--- src/rtl/irqm_pkg.sv ---
package irqm_pkg;

   localparam int unsigned IRQM_W = 32;

   // Source positions. The enable, disable, mask and status words share them.
   localparam int unsigned SRC_RX_READY   = 0;
   localparam int unsigned SRC_TX_READY   = 1;
   localparam int unsigned SRC_RX_END     = 3;
   localparam int unsigned SRC_TX_END     = 4;
   localparam int unsigned SRC_OVERRUN    = 5;
   localparam int unsigned SRC_FRAMING    = 6;
   localparam int unsigned SRC_PARITY     = 7;
   localparam int unsigned SRC_TX_IDLE    = 9;
   localparam int unsigned SRC_TXBUF_EMPTY= 11;
   localparam int unsigned SRC_RXBUF_FULL = 12;
   localparam int unsigned SRC_DBG_WRITE  = 30;
   localparam int unsigned SRC_DBG_READ   = 31;

   function automatic logic [IRQM_W-1:0] src_bit(input int unsigned pos);
      logic [IRQM_W-1:0] v;
      v = '0;
      v[pos] = 1'b1;
      return v;
   endfunction

   localparam logic [IRQM_W-1:0] IRQM_SRC_MAP =
        src_bit(SRC_RX_READY)    | src_bit(SRC_TX_READY)
      | src_bit(SRC_RX_END)      | src_bit(SRC_TX_END)
      | src_bit(SRC_OVERRUN)     | src_bit(SRC_FRAMING)
      | src_bit(SRC_PARITY)      | src_bit(SRC_TX_IDLE)
      | src_bit(SRC_TXBUF_EMPTY) | src_bit(SRC_RXBUF_FULL)
      | src_bit(SRC_DBG_WRITE)   | src_bit(SRC_DBG_READ);

   typedef struct packed {
      logic set;
      logic clr;
   } irqm_cmd_t;

endpackage

--- src/rtl/irqm_wr_qual.sv ---
module irqm_wr_qual #(
   parameter int unsigned          DATA_W  = 32,
   parameter logic [DATA_W-1:0]    SRC_MAP = '1
) (
   input  logic                     set_we,
   input  logic [DATA_W-1:0]        set_data,
   input  logic                     clr_we,
   input  logic [DATA_W-1:0]        clr_data,
   output irqm_pkg::irqm_cmd_t      cmd_o [DATA_W]
);
   // Per-bit command. Clear wins over set on the same bit.
   // Reserved positions never receive a command.
   for (genvar i = 0; i < DATA_W; i++) begin : g_bit
      if (SRC_MAP[i]) begin : g_live
         always_comb begin
            cmd_o[i].clr = clr_we & clr_data[i];
            cmd_o[i].set = set_we & set_data[i] & ~(clr_we & clr_data[i]);
         end
      end else begin : g_rsvd
         always_comb begin
            cmd_o[i].clr = 1'b0;
            cmd_o[i].set = 1'b0;
         end
      end
   end
endmodule

--- src/rtl/irqm_mask_cell.sv ---
module irqm_mask_cell (
   input  logic                 clk,
   input  logic                 rst_n,
   input  irqm_pkg::irqm_cmd_t  cmd_i,
   output logic                 q_o
);
   always_ff @(posedge clk or negedge rst_n) begin
      if (!rst_n)          q_o <= 1'b0;
      else if (cmd_i.clr)  q_o <= 1'b0;
      else if (cmd_i.set)  q_o <= 1'b1;
   end
endmodule

--- src/rtl/irqm_reduce.sv ---
module irqm_reduce #(
   parameter int unsigned DATA_W  = 32,
   parameter bit          IRQ_REG = 1'b0
) (
   input  logic              clk,
   input  logic              rst_n,
   input  logic [DATA_W-1:0] status_i,
   input  logic [DATA_W-1:0] mask_i,
   output logic              irq_o
);
   logic [DATA_W-1:0] hit;
   logic              any_hit;

   for (genvar i = 0; i < DATA_W; i++) begin : g_and
      assign hit[i] = status_i[i] & mask_i[i];
   end
   assign any_hit = |hit;

   if (IRQ_REG) begin : g_flop
      always_ff @(posedge clk or negedge rst_n) begin
         if (!rst_n) irq_o <= 1'b0;
         else        irq_o <= any_hit;
      end
   end else begin : g_comb
      assign irq_o = any_hit;
   end
endmodule

--- src/rtl/irq_mask_ctrl.sv ---
module irq_mask_ctrl #(
   parameter int unsigned       DATA_W  = irqm_pkg::IRQM_W,
   parameter logic [DATA_W-1:0] SRC_MAP = irqm_pkg::IRQM_SRC_MAP,
   parameter bit                IRQ_REG = 1'b0
) (
   input  logic              clk,
   input  logic              rst_n,
   input  logic              set_we,
   input  logic [DATA_W-1:0] set_data,
   input  logic              clr_we,
   input  logic [DATA_W-1:0] clr_data,
   input  logic [DATA_W-1:0] status,
   output logic [DATA_W-1:0] mask_rd,
   output logic              irq
);
   localparam int unsigned N_SRC = $countones(SRC_MAP);

   if (DATA_W == 0 || DATA_W > 64) begin : g_chk_w
      $error("irq_mask_ctrl: DATA_W must be 1..64");
   end
   if (N_SRC == 0) begin : g_chk_map
      $error("irq_mask_ctrl: SRC_MAP selects no source");
   end

   irqm_pkg::irqm_cmd_t cmd [DATA_W];

   irqm_wr_qual #(.DATA_W(DATA_W), .SRC_MAP(SRC_MAP)) u_qual (
      .set_we  (set_we),
      .set_data(set_data),
      .clr_we  (clr_we),
      .clr_data(clr_data),
      .cmd_o   (cmd)
   );

   for (genvar i = 0; i < DATA_W; i++) begin : g_mask
      if (SRC_MAP[i]) begin : g_cell
         irqm_mask_cell u_cell (
            .clk  (clk),
            .rst_n(rst_n),
            .cmd_i(cmd[i]),
            .q_o  (mask_rd[i])
         );
      end else begin : g_tie
         assign mask_rd[i] = 1'b0;
      end
   end

   irqm_reduce #(.DATA_W(DATA_W), .IRQ_REG(IRQ_REG)) u_reduce (
      .clk     (clk),
      .rst_n   (rst_n),
      .status_i(status),
      .mask_i  (mask_rd),
      .irq_o   (irq)
   );

   // Assertions next to the mask state
   p_set_r1: assert property (@(posedge clk) disable iff (!rst_n)
      (set_we && !clr_we) |=>
         ((mask_rd & $past(set_data) & SRC_MAP) == ($past(set_data) & SRC_MAP)));

   p_clr_r2: assert property (@(posedge clk) disable iff (!rst_n)
      clr_we |=> ((mask_rd & $past(clr_data)) == '0));

   p_hold_r3: assert property (@(posedge clk) disable iff (!rst_n)
      (!set_we && !clr_we) |=> $stable(mask_rd));

   p_rsvd_r5: assert property (@(posedge clk) disable iff (!rst_n)
      (mask_rd & ~SRC_MAP) == '0);

   p_quiet_r9: assert property (@(posedge clk) disable iff (!rst_n)
      (mask_rd == '0 && $past(mask_rd) == '0) |-> !irq);

   p_grow_r8: assert property (@(posedge clk) disable iff (!rst_n)
      (set_we && clr_we) |=>
         ((mask_rd & ~$past(mask_rd)) & $past(clr_data)) == '0);
endmodule

--- config.mk ---
export PLATFORM = sky130hd
export DESIGN_NAME = irq_mask_ctrl
export DESIGN_NICKNAME = d
export VERILOG_FILES = /design/src/rtl/irqm_pkg.sv /design/src/rtl/irqm_wr_qual.sv /design/src/rtl/irqm_mask_cell.sv /design/src/rtl/irqm_reduce.sv /design/src/rtl/irq_mask_ctrl.sv
export SDC_FILE = /design/constraint.sdc
export NUM_CORES = 1
export LEC_CHECK = 0
export BUFFER_PORTS_ARGS = -buffer_cell sky130_fd_sc_hd__buf_2
export CAP_MARGIN = 20
export CORE_UTILIZATION = 35
export CTS_CLUSTER_DIAMETER = 80
export DETAILED_ROUTE_END_ITERATION = 7
export PLACE_DENSITY = 0.8
export SLEW_MARGIN = 20
export SYNTH_ARGS = -nofsm -noshare
export SYNTH_HDL_FRONTEND = slang
export SYNTH_HIERARCHICAL = 1
export SYNTH_SLANG_ARGS = --single-unit
--- constraint.sdc ---
create_clock -name clk -period 1.45 [get_ports clk]
set_input_delay 0.145 -clock clk [delete_from_list [all_inputs] [get_ports clk]]
set_output_delay 0.145 -clock clk [all_outputs]
set_load 0.03 [all_outputs]
==> results.py, run 1 <==
metrics = {
    "setup_path": {
        "critPathSlowestCell": "or4_4",
        "slowest_delay_ns": 0.50,
        "path_max_fanout": 2,
        "cp-end-kind": "primary output",
        "r2r-start": "g_mask[5].g_cell.u_cell/q_o",
        "arrival_ns": 1.65,
        "crit_start": "g_mask[9].g_cell.u_cell/q_o",
        "reg2reg_setup_slack_ns": 0.64,
        "path_cells": "a22oi_2 -> nand4_1 -> or4_4 -> buf_6",
        "path_buf_inv": 1,
        "crit_path_start_kind": "register",
        "critPathRequiredTime_ns": 1.31,
        "worst-setup-path-type": "reg -> out",
        "path_delay_family": "simple AND/OR/NAND/NOR gates",
    },
    "logic_synthesis": {
        "syn_area_per_cell_um2": 9.31,
        "synth.cell_area_um2": 968,
        "yosys_warnings": 6,
        "netlist_instances": 104,
    },
    "detailed_routing": {
        "wl_per_cell_um": 10.1,
        "route.final.wire_length_um": 2430,
        "first_pass_iters": 6,
        "drc": 0,
        "drtAntennaViolNets": 0,
        "routed-via-count": 1049,
        "drtIter0Drc": 9,
        "vias_per_cell": 4.37,
    },
    "cts": {
        "htree_levels": 1,
        "cts_tree": "done",
        "clockBufferDepth": 2,
        "clock_sinks": 12,
        "clk_pin_slew_worst_paths_ns": 0.08,
        "cts-root-buf": "clkbuf_4",
        "cts_setup_buffers": 0,
        "insertion_delay_ns": 0.27,
        "cts_buffers": 3,
    },
    "outcome": {
        "violations": "setup timing",
        "status": "finished, violations left",
    },
    "sta": {
        "fmaxAchievable_ghz": 0.556,
        "rsz0062_at_grt": "true",
        "final.setup.tns_ns": -0.348,
        "period_share_pct": 124,
        "fin_ws_ns": -0.348,
        "finalHoldViolCount": 0,
        "setup_viol_count_final": 1,
        "clock_skew_ns": 0,
        "report.final.slew_viol_count": 0,
        "fin_crit_ns": 1.80,
    },
    "global_routing": {
        "grt_pass1_wl_um": 3460,
        "antenna_found_initial": 0,
        "grt_max_degree": 13,
        "overflow": 0,
        "grt_util_all_layers_pct": 16.8,
        "grt_pass1_vias": 893,
    },
    "cells_and_area": {
        "layout-drive-gt1-share_pct": 59.0,
        "largest_reg_flops": 12,
        "syn_to_final_growth_pct": 56.5,
        "biggestRegsByFlops": "g_mask.g_cell.u_cell/q_o: 12 flops",
        "largest-register": "g_mask.g_cell.u_cell/q_o",
        "n_antenna_cell": 0,
        "nets": 311,
    },
    "place": {
        "routabilityCongestion": 0.704,
        "port_buffers": 72,
        "dp_hpwl_um": 1950,
    },
    "floorplanning": {
        "die_y_um": 54.6,
        "die-area_um2": 2980,
        "rows": 18,
        "initial_core_util_pct": 38.1,
        "num_io_pins": 133,
        "coreArea_um2": 2540,
        "die_x_um": 54.6,
    },
    "pwr": {
        "peakVddDrop_mv": 0.597,
        "power_density_nw_per_um2": 751,
        "finalPower_uw": 1140,
        "leakagePower_uw": 0.000883,
    },
    "worst_hold_path": {
        "hold_class": "in -> reg",
        "holdCritStartpoint": "set_data[12]",
    },
    "flow_run": {
        "max_cap_violations": 0,
    },
}
routing by layer:
metal	track usage (%)	wire, µm	vias to the layer above
li1	-	-	518
met1	18.7	1020	461
met2	30.1	1210	68
met3	2.78	179	2
met4	8.55	17	0
met5	0	0	-
worst paths after layout:
check,endpoint,cells after the start
min in group asynchronous,g_mask[12].g_cell.u_cell/q_o,2
max reg2reg,g_mask[5].g_cell.u_cell/q_o,2
max,irq,4
max in group asynchronous,g_mask[9].g_cell.u_cell/q_o,2
min reg2reg,g_mask[3].g_cell.u_cell/q_o,2
min,g_mask[12].g_cell.u_cell/q_o,4
power breakdown:
| group | switching [µW] | internal, µW | leakage (µW) |
|---|---|---|---|
| logic | 289 | 224 | 0.000729 |
| registers | 26.5 | 380 | 0.000139 |
| clock network | 111 | 106 | 0.0000150 |
| total | 426 | 711 | 0.000883 |
worst register-to-register path: stages (launching register included):
cell     delay, ns
dfrtp_2       0.42
buf_4         0.14
o21ba_1       0.16
per-stage QoR:
stage,instances,setup slack [ns],area [µm²],hold WS (ns),util [%]
final,240,-0.348,1520,0.222,59.5
after global routing,240,-0.424,1520,0.241,59.5
after CTS,240,-0.371,1510,0.211,59.1
after detailed placement,235,-0.144,1450,0.0430,56.9
after global placement,235,-0.135,1450,0.0385,56.9
after floorplan,143,-0.0351,1130,-0.151,-
final cells by class:
| cell class | count | area [µm²] |
|---|---|---|
| timing repair buffer | 85 | 467 |
| tap | 30 | 37.5 |
| sequential | 12 | 310 |
| clock buffer | 4 | 26.3 |
| multi-input combinational | 109 | 674 |
| fill | 238 | 1030 |
layout by cell type, fill, tap and decap left out:
master         instances
nand2_1               12
buf_2                 71
clkbuf_4               3
and2_2                 2
conb_1                40
dlygate4sd3_1          1
or4_4                  1
o21ba_1               12
nor2_2                10
and2_4                10
clkbuf_1               1
dfrtp_1                4
buf_4                 12
nor2_1                 2
a22oi_1               10
a22oi_2                6
nand4_1                4
buf_6                  1
dfrtp_2                8
what timing repair did:
action	CTS	global route
hold endpoints to repair	12	0
resized for setup	5	2
hold buffers	1	0
endpoints found under the setup margin	1	1
pin swaps	1	2
Power figures use the tool's default switching activity.
==> run 2, diff against run 1 <==
- ABC_AREA: default -> 1
- CORE_UTILIZATION: 35 -> 36
- PLACE_DENSITY: 0.8 -> 0.82
- SKIP_CTS_REPAIR_TIMING: default -> 1
==> results.py, run 2 <==
metrics = {
    "place": {
        "routabilityCongestion": 0.631,
        "dp_hpwl_um": 1880,
        "dp_cells": 289,
        "port_buffers": 72,
    },
    "cells_and_area": {
        "post-route-util_pct": 55.6,
        "n_antenna_cell": 0,
        "biggestRegsByFlops": "g_mask.g_cell.u_cell/q_o: 12 flops",
        "syn_to_final_growth_pct": 42.7,
        "largest-register": "g_mask.g_cell.u_cell/q_o",
        "layout_common_cells": "nand2_1 (76), buf_2 (71), nor2_1 (42)",
        "nets": 366,
        "largest_reg_flops": 12,
        "layout-drive-gt1-share_pct": 34.5,
        "layout_commonest_cell": "nand2_1",
        "fin_cells": 294,
    },
    "detailed_routing": {
        "vias_per_cell": 3.84,
        "wl_met1_um": 999,
        "drc": 0,
        "top_layer": "met3",
        "met3_length_um": 194,
        "drtAntennaViolNets": 0,
        "dr_wl_met2_um": 1030,
        "route.final.wire_length_um": 2220,
        "routed-via-count": 1128,
        "drtIter0Drc": 7,
        "wl_per_cell_um": 7.55,
        "first_pass_iters": 2,
    },
    "cts": {
        "insertion_delay_ns": 0.26,
        "cts_tree": "done",
        "clockBufferDepth": 2,
        "clock_sinks": 12,
        "htree_levels": 1,
        "cts_buffers": 3,
        "cts-root-buf": "clkbuf_4",
        "clk_pin_slew_worst_paths_ns": 0.07,
    },
    "global_routing": {
        "grt_pass1_vias": 842,
        "overflow": 0,
        "grt_pass1_wl_um": 3350,
        "antenna_found_initial": 0,
        "grt_util_all_layers_pct": 15.9,
        "grt_max_degree": 13,
    },
    "setup_path": {
        "cp-end-kind": "primary output",
        "arrival_ns": 1.32,
        "critPathRequiredTime_ns": 1.31,
        "crit_path_start_kind": "register",
        "path_delay_family": "simple AND/OR/NAND/NOR gates",
        "critPathSlowestCell": "dfrtp_1",
        "r2r-start": "g_mask[31].g_cell.u_cell/q_o",
        "slowest_delay_ns": 0.40,
        "cp_common_cell": "nand2_1",
        "path_buf_inv": 1,
        "worst-setup-path-type": "reg -> out",
        "path_cells": "nand2_1 -> nand2_1 -> nor2_2 -> nand2_1 -> nor2_2 -> nand2_1 -> buf_6",
        "r2r-end": "g_mask[31].g_cell.u_cell/q_o",
        "r2r_cells": 3,
        "reg2reg_setup_slack_ns": 0.69,
        "path_max_fanout": 3,
    },
    "pwr": {
        "p_seq_share_pct": 39.2,
        "peakVddDrop_mv": 0.486,
        "leakagePower_uw": 0.000977,
        "pwr-share-comb_pct": 42.1,
        "finalPower_uw": 1040,
        "p_clk_share_pct": 18.7,
        "p_sw_uw": 423,
        "netSwitchingFraction_pct": 40.6,
        "power_density_nw_per_um2": 737,
        "intPower_uw": 619,
    },
    "worst_hold_path": {
        "holdCritStartpoint": "clr_data[5]",
        "hold_class": "in -> reg",
        "whs_endpoint": "g_mask[5].g_cell.u_cell/q_o",
        "min_path_cells": 4,
    },
    "floorplanning": {
        "die-area_um2": 2970,
        "num_io_pins": 133,
        "coreArea_um2": 2540,
        "rows": 18,
        "die_y_um": 54.5,
        "die_x_um": 54.5,
        "initial_core_util_pct": 38.9,
    },
    "sta": {
        "period_share_pct": 101,
        "rsz0062_at_grt": "true",
        "fmaxAchievable_ghz": 0.685,
        "setup_viol_count_final": 1,
        "report.final.slew_viol_count": 0,
        "final.setup.tns_ns": -0.0105,
        "fin_crit_ns": 1.46,
        "finalHoldViolCount": 0,
        "clock_skew_ns": 0,
        "fin_ws_ns": -0.0105,
    },
    "logic_synthesis": {
        "synth.cell_area_um2": 991,
        "netlist_instances": 170,
        "syn_area_per_cell_um2": 5.83,
        "yosys_warnings": 6,
    },
    "outcome": {
        "status": "finished, violations left",
        "violations": "setup timing",
    },
    "flow_run": {
        "max_cap_violations": 0,
    },
}
==> run 2: final cells by class <==
class                           instances  area (µm²)
Tap cell                               30        37.5
Clock buffer                            3        22.5
Inverter                               12        45.0
Sequential cell                        12         300
Multi-Input combinational cell        163         624
Fill cell                             282        1130
Timing Repair Buffer                   74         384
==> run 2: worst max-delay path by stage <==
stage                                      start  endpoint  slack, ns  depth (start not counted)
floorplan           g_mask[30].g_cell.u_cell/q_o       irq       0.27                          6
global placement    g_mask[31].g_cell.u_cell/q_o       irq       0.23                          7
detailed placement  g_mask[31].g_cell.u_cell/q_o       irq       0.21                          7
CTS                 g_mask[31].g_cell.u_cell/q_o       irq      -0.08                          7
global route         g_mask[7].g_cell.u_cell/q_o       irq      -0.11                          7
finish              g_mask[11].g_cell.u_cell/q_o       irq      -0.01                          7
==> run 2: power by group through the flow <==
stage | clock network, µW | registers (µW) | logic (µW)
after detailed placement | 0 | 415 | 428
after global routing | 229 | 416 | 498
after CTS | 203 | 409 | 429
after global placement | 0 | 415 | 423
final | 195 | 409 | 438
after floorplan | 0 | 494 | 245
==> run 2: per-layer routing <==
layer | global-route usage [%] | vias to the layer above
met2 | 28.5 | 54
met5 | 0 | -
met1 | 19.4 | 448
li1 | - | 626
met3 | 2.78 | 0
met4 | 3.85 | 0
==> run 2: worst register-to-register path: stages, from the launching register on <==
cell,delay [ns]
dfrtp_1,0.40
buf_4,0.13
nor2_1,0.08
nor2_1,0.05
==> run 2: through the flow <==
stage               worst slack (ns)  area, µm²  hold slack (ns)
finish                       -0.0105       1410            0.121
detailed placement             0.213       1360           0.0439
CTS                          -0.0755       1390           -0.244
global placement               0.230       1360           0.0371
global route                  -0.113       1410            0.117
floorplan                      0.274       1140           -0.151
==> run 3, diff against run 2 <==
- CORE_UTILIZATION: 36 -> 27
- PLACE_DENSITY: 0.82 -> 0.77
- SLEW_MARGIN: 20 -> default
- SYNTH_HIERARCHICAL: 1 -> default
- clock period: 1.45 -> 1.3 ns (I/O delays scaled with it)
==> results.py, run 3 <==
metrics = {
    "cells_and_area": {
        "biggestRegsByFlops": "g_mask.g_cell.u_cell.q_o: 12 flops",
        "layout-drive-gt1-share_pct": 42.0,
        "syn_to_final_growth_pct": 23.7,
        "layout_commonest_cell": "buf_2",
        "n_fill_cell": 363,
        "largest_reg_flops": 12,
        "largest-register": "g_mask.g_cell.u_cell.q_o",
        "layout_common_cells": "buf_2 (51), nand2_1 (40), inv_1 (24)",
        "final-seq-area_um2": 300,
        "final_area_um2": 1140,
        "nets": 278,
        "n_antenna_cell": 0,
        "multi_input_area_um2": 354,
    },
    "detailed_routing": {
        "dr_wl_met2_um": 885,
        "first_pass_iters": 2,
        "wl_per_cell_um": 8.74,
        "wl_met1_um": 910,
        "routed-via-count": 805,
        "drtIter0Drc": 12,
        "route.final.wire_length_um": 1920,
        "met3_length_um": 108,
        "vias_per_cell": 3.66,
        "top_layer": "met4",
        "drtAntennaViolNets": 0,
        "drc": 0,
    },
    "sta": {
        "period_share_pct": 97.6,
        "rsz0062_at_grt": "true",
        "fmaxAchievable_ghz": 0.788,
        "setup_viol_count_final": 0,
        "report.final.slew_viol_count": 0,
        "fin_crit_ns": 1.27,
        "clock_skew_ns": 0,
        "final.setup.tns_ns": 0,
        "finalHoldViolCount": 0,
    },
    "setup_path": {
        "path_max_fanout": 3,
        "worst-setup-path-type": "reg -> out",
        "cp-end-kind": "primary output",
        "reg2reg_setup_slack_ns": 0.50,
        "critPathRequiredTime_ns": 1.17,
        "arrival_ns": 1.14,
        "crit_path_start_kind": "register",
    },
    "global_routing": {
        "grt_pass1_wl_um": 2770,
        "overflow": 0,
        "grt_pass1_vias": 617,
        "grt_util_all_layers_pct": 10.5,
        "grt_max_degree": 13,
        "antenna_found_initial": 0,
    },
    "floorplanning": {
        "coreArea_um2": 3150,
        "rows": 20,
        "initial_core_util_pct": 29.3,
        "num_io_pins": 133,
        "die-area_um2": 3660,
        "die_x_um": 60.5,
        "die_y_um": 60.5,
    },
    "logic_synthesis": {
        "async_flop_share_pct": 100,
        "yosys_warnings": 0,
        "synth_compound_area_share_pct": 10.6,
        "synth-simple-area-share_pct": 18.8,
        "netlist_instances": 129,
        "synth_edf_count": 0,
        "synth_most_common_cell": "nand2_1",
        "yosys.area_share.xor_xnor_pct": 0,
        "synth.distinct_cells": 10,
        "muxShareOfSynthArea_pct": 0,
        "synth.cell_area_um2": 925,
        "synth-seq-cells": 12,
        "ys.flop_type": "dfrtp_1",
        "synth_common_cells": "nand2_1 (42), buf_4 (33), inv_1 (24), dfrtp_1 (12), o21ai_2 (10)",
        "syn_area_per_cell_um2": 7.17,
        "seq_area_frac_synth_pct": 32.5,
        "synth_top_cell_area_share_pct": 32.5,
        "synth_area_leaders": "dfrtp_1 (32%), buf_4 (27%), nand2_1 (17%)",
        "synthAdderAreaFrac_pct": 0,
        "yosys.area.top_type": "dfrtp_1",
        "synth_top_family_by_area": "buffers and inverters",
    },
    "place": {
        "postPlaceCellArea_um2": 1050,
        "port_buffers": 52,
        "dp_hpwl_um": 1510,
        "routabilityCongestion": 0.654,
    },
    "cts": {
        "insertion_delay_ns": 0.27,
        "cts-root-buf": "clkbuf_4",
        "clockBufferDepth": 2,
        "htree_levels": 1,
        "cts_tree": "done",
        "cts_buffers": 3,
        "clock_sinks": 12,
        "clk_pin_slew_worst_paths_ns": 0.08,
    },
    "pwr": {
        "intPower_uw": 678,
        "leakagePower_uw": 0.000772,
        "peakVddDrop_mv": 0.374,
        "pwr-share-comb_pct": 39.5,
        "power_density_nw_per_um2": 985,
        "netSwitchingFraction_pct": 39.8,
        "p_seq_share_pct": 39.9,
        "p_sw_uw": 448,
        "p_clk_share_pct": 20.6,
    },
    "flow_run": {
        "max_cap_violations": 0,
    },
    "worst_hold_path": {
        "hold_class": "in -> reg",
    },
    "outcome": {
        "status": "finished clean",
    },
}
## run 3: cell types whose count changed in the layout (fill, tap and decap cells not counted), sizes merged
| cell | delta |
|---|---|
| nand3 | +1 |
| nor2 | -43 |
| conb | -20 |
| inv | +12 |
| o21ai | +12 |
| buf | -15 |
| nand2 | -35 |
## run 3: power by group through the flow
stage	Sequential, µW	Clock, µW	Combinational (µW)
2_1_floorplan	456	0	388
3_3_place_gp	463	0	399
3_5_place_dp	464	0	404
4_1_cts	457	246	404
5_1_grt	456	259	492
6_report	450	232	445
## run 3: final cells by class
type                       count  area share, %
inverter                      24           7.88
timing repair buffer          59           28.1
multi-input combinational     78           31.0
tap                           44           4.81
clock buffer                   3           1.97
sequential                    12           26.3
## run 3: per-stage QoR
step	setup WS, ns	hold slack [ns]	std cells	power (µW)	utilization (%)
after floorplan	0.339	-0.166	148	844	-
after global placement	0.272	0.0308	210	862	33.4
after detailed placement	0.269	0.0349	210	867	33.4
after CTS	-0.0434	-0.271	213	1110	34.1
after global routing	-0.0796	0.0928	220	1210	36.3
final	0.0311	0.0931	220	1130	36.3
## run 3: worst paths after layout
kind | from | to | depth (start not counted)
worst min-delay path | clr_data[1] | g_mask[1].g_cell.u_cell.q_o | 4
max in group asynchronous | rst_n | g_mask[31].g_cell.u_cell.q_o | 2
worst max-delay path | g_mask[3].g_cell.u_cell.q_o | irq | 5
min in group asynchronous | rst_n | g_mask[4].g_cell.u_cell.q_o | 2
worst min register to register | g_mask[9].g_cell.u_cell.q_o | g_mask[9].g_cell.u_cell.q_o | 2
worst max register to register | g_mask[11].g_cell.u_cell.q_o | g_mask[11].g_cell.u_cell.q_o | 3
## run 3: logic make-up (layout without fill, tap and decap cells)
logic type             count (synthesis)  in the layout
DFF                                   12             12
buffers and inverters                 58             86
AOI/OAI and AO/OA                     12             12
other                                  1             20
and+or+nand+nor                       46             46
## run 3: layer usage
layer	up-vias	global-route usage [%]
met2	42	17.3
li1	416	-
met4	0	2.92
met1	345	13.4
met5	-	0
met3	2	3.20
## run 3: worst max-delay path, cell delays in order, from the launching register on
cell and delay [ns]:
dfrtp_1 0.40, nand2_1 0.06, nand2_1 0.05, nor2_1 0.12, nand3_1 0.10, buf_6 0.15
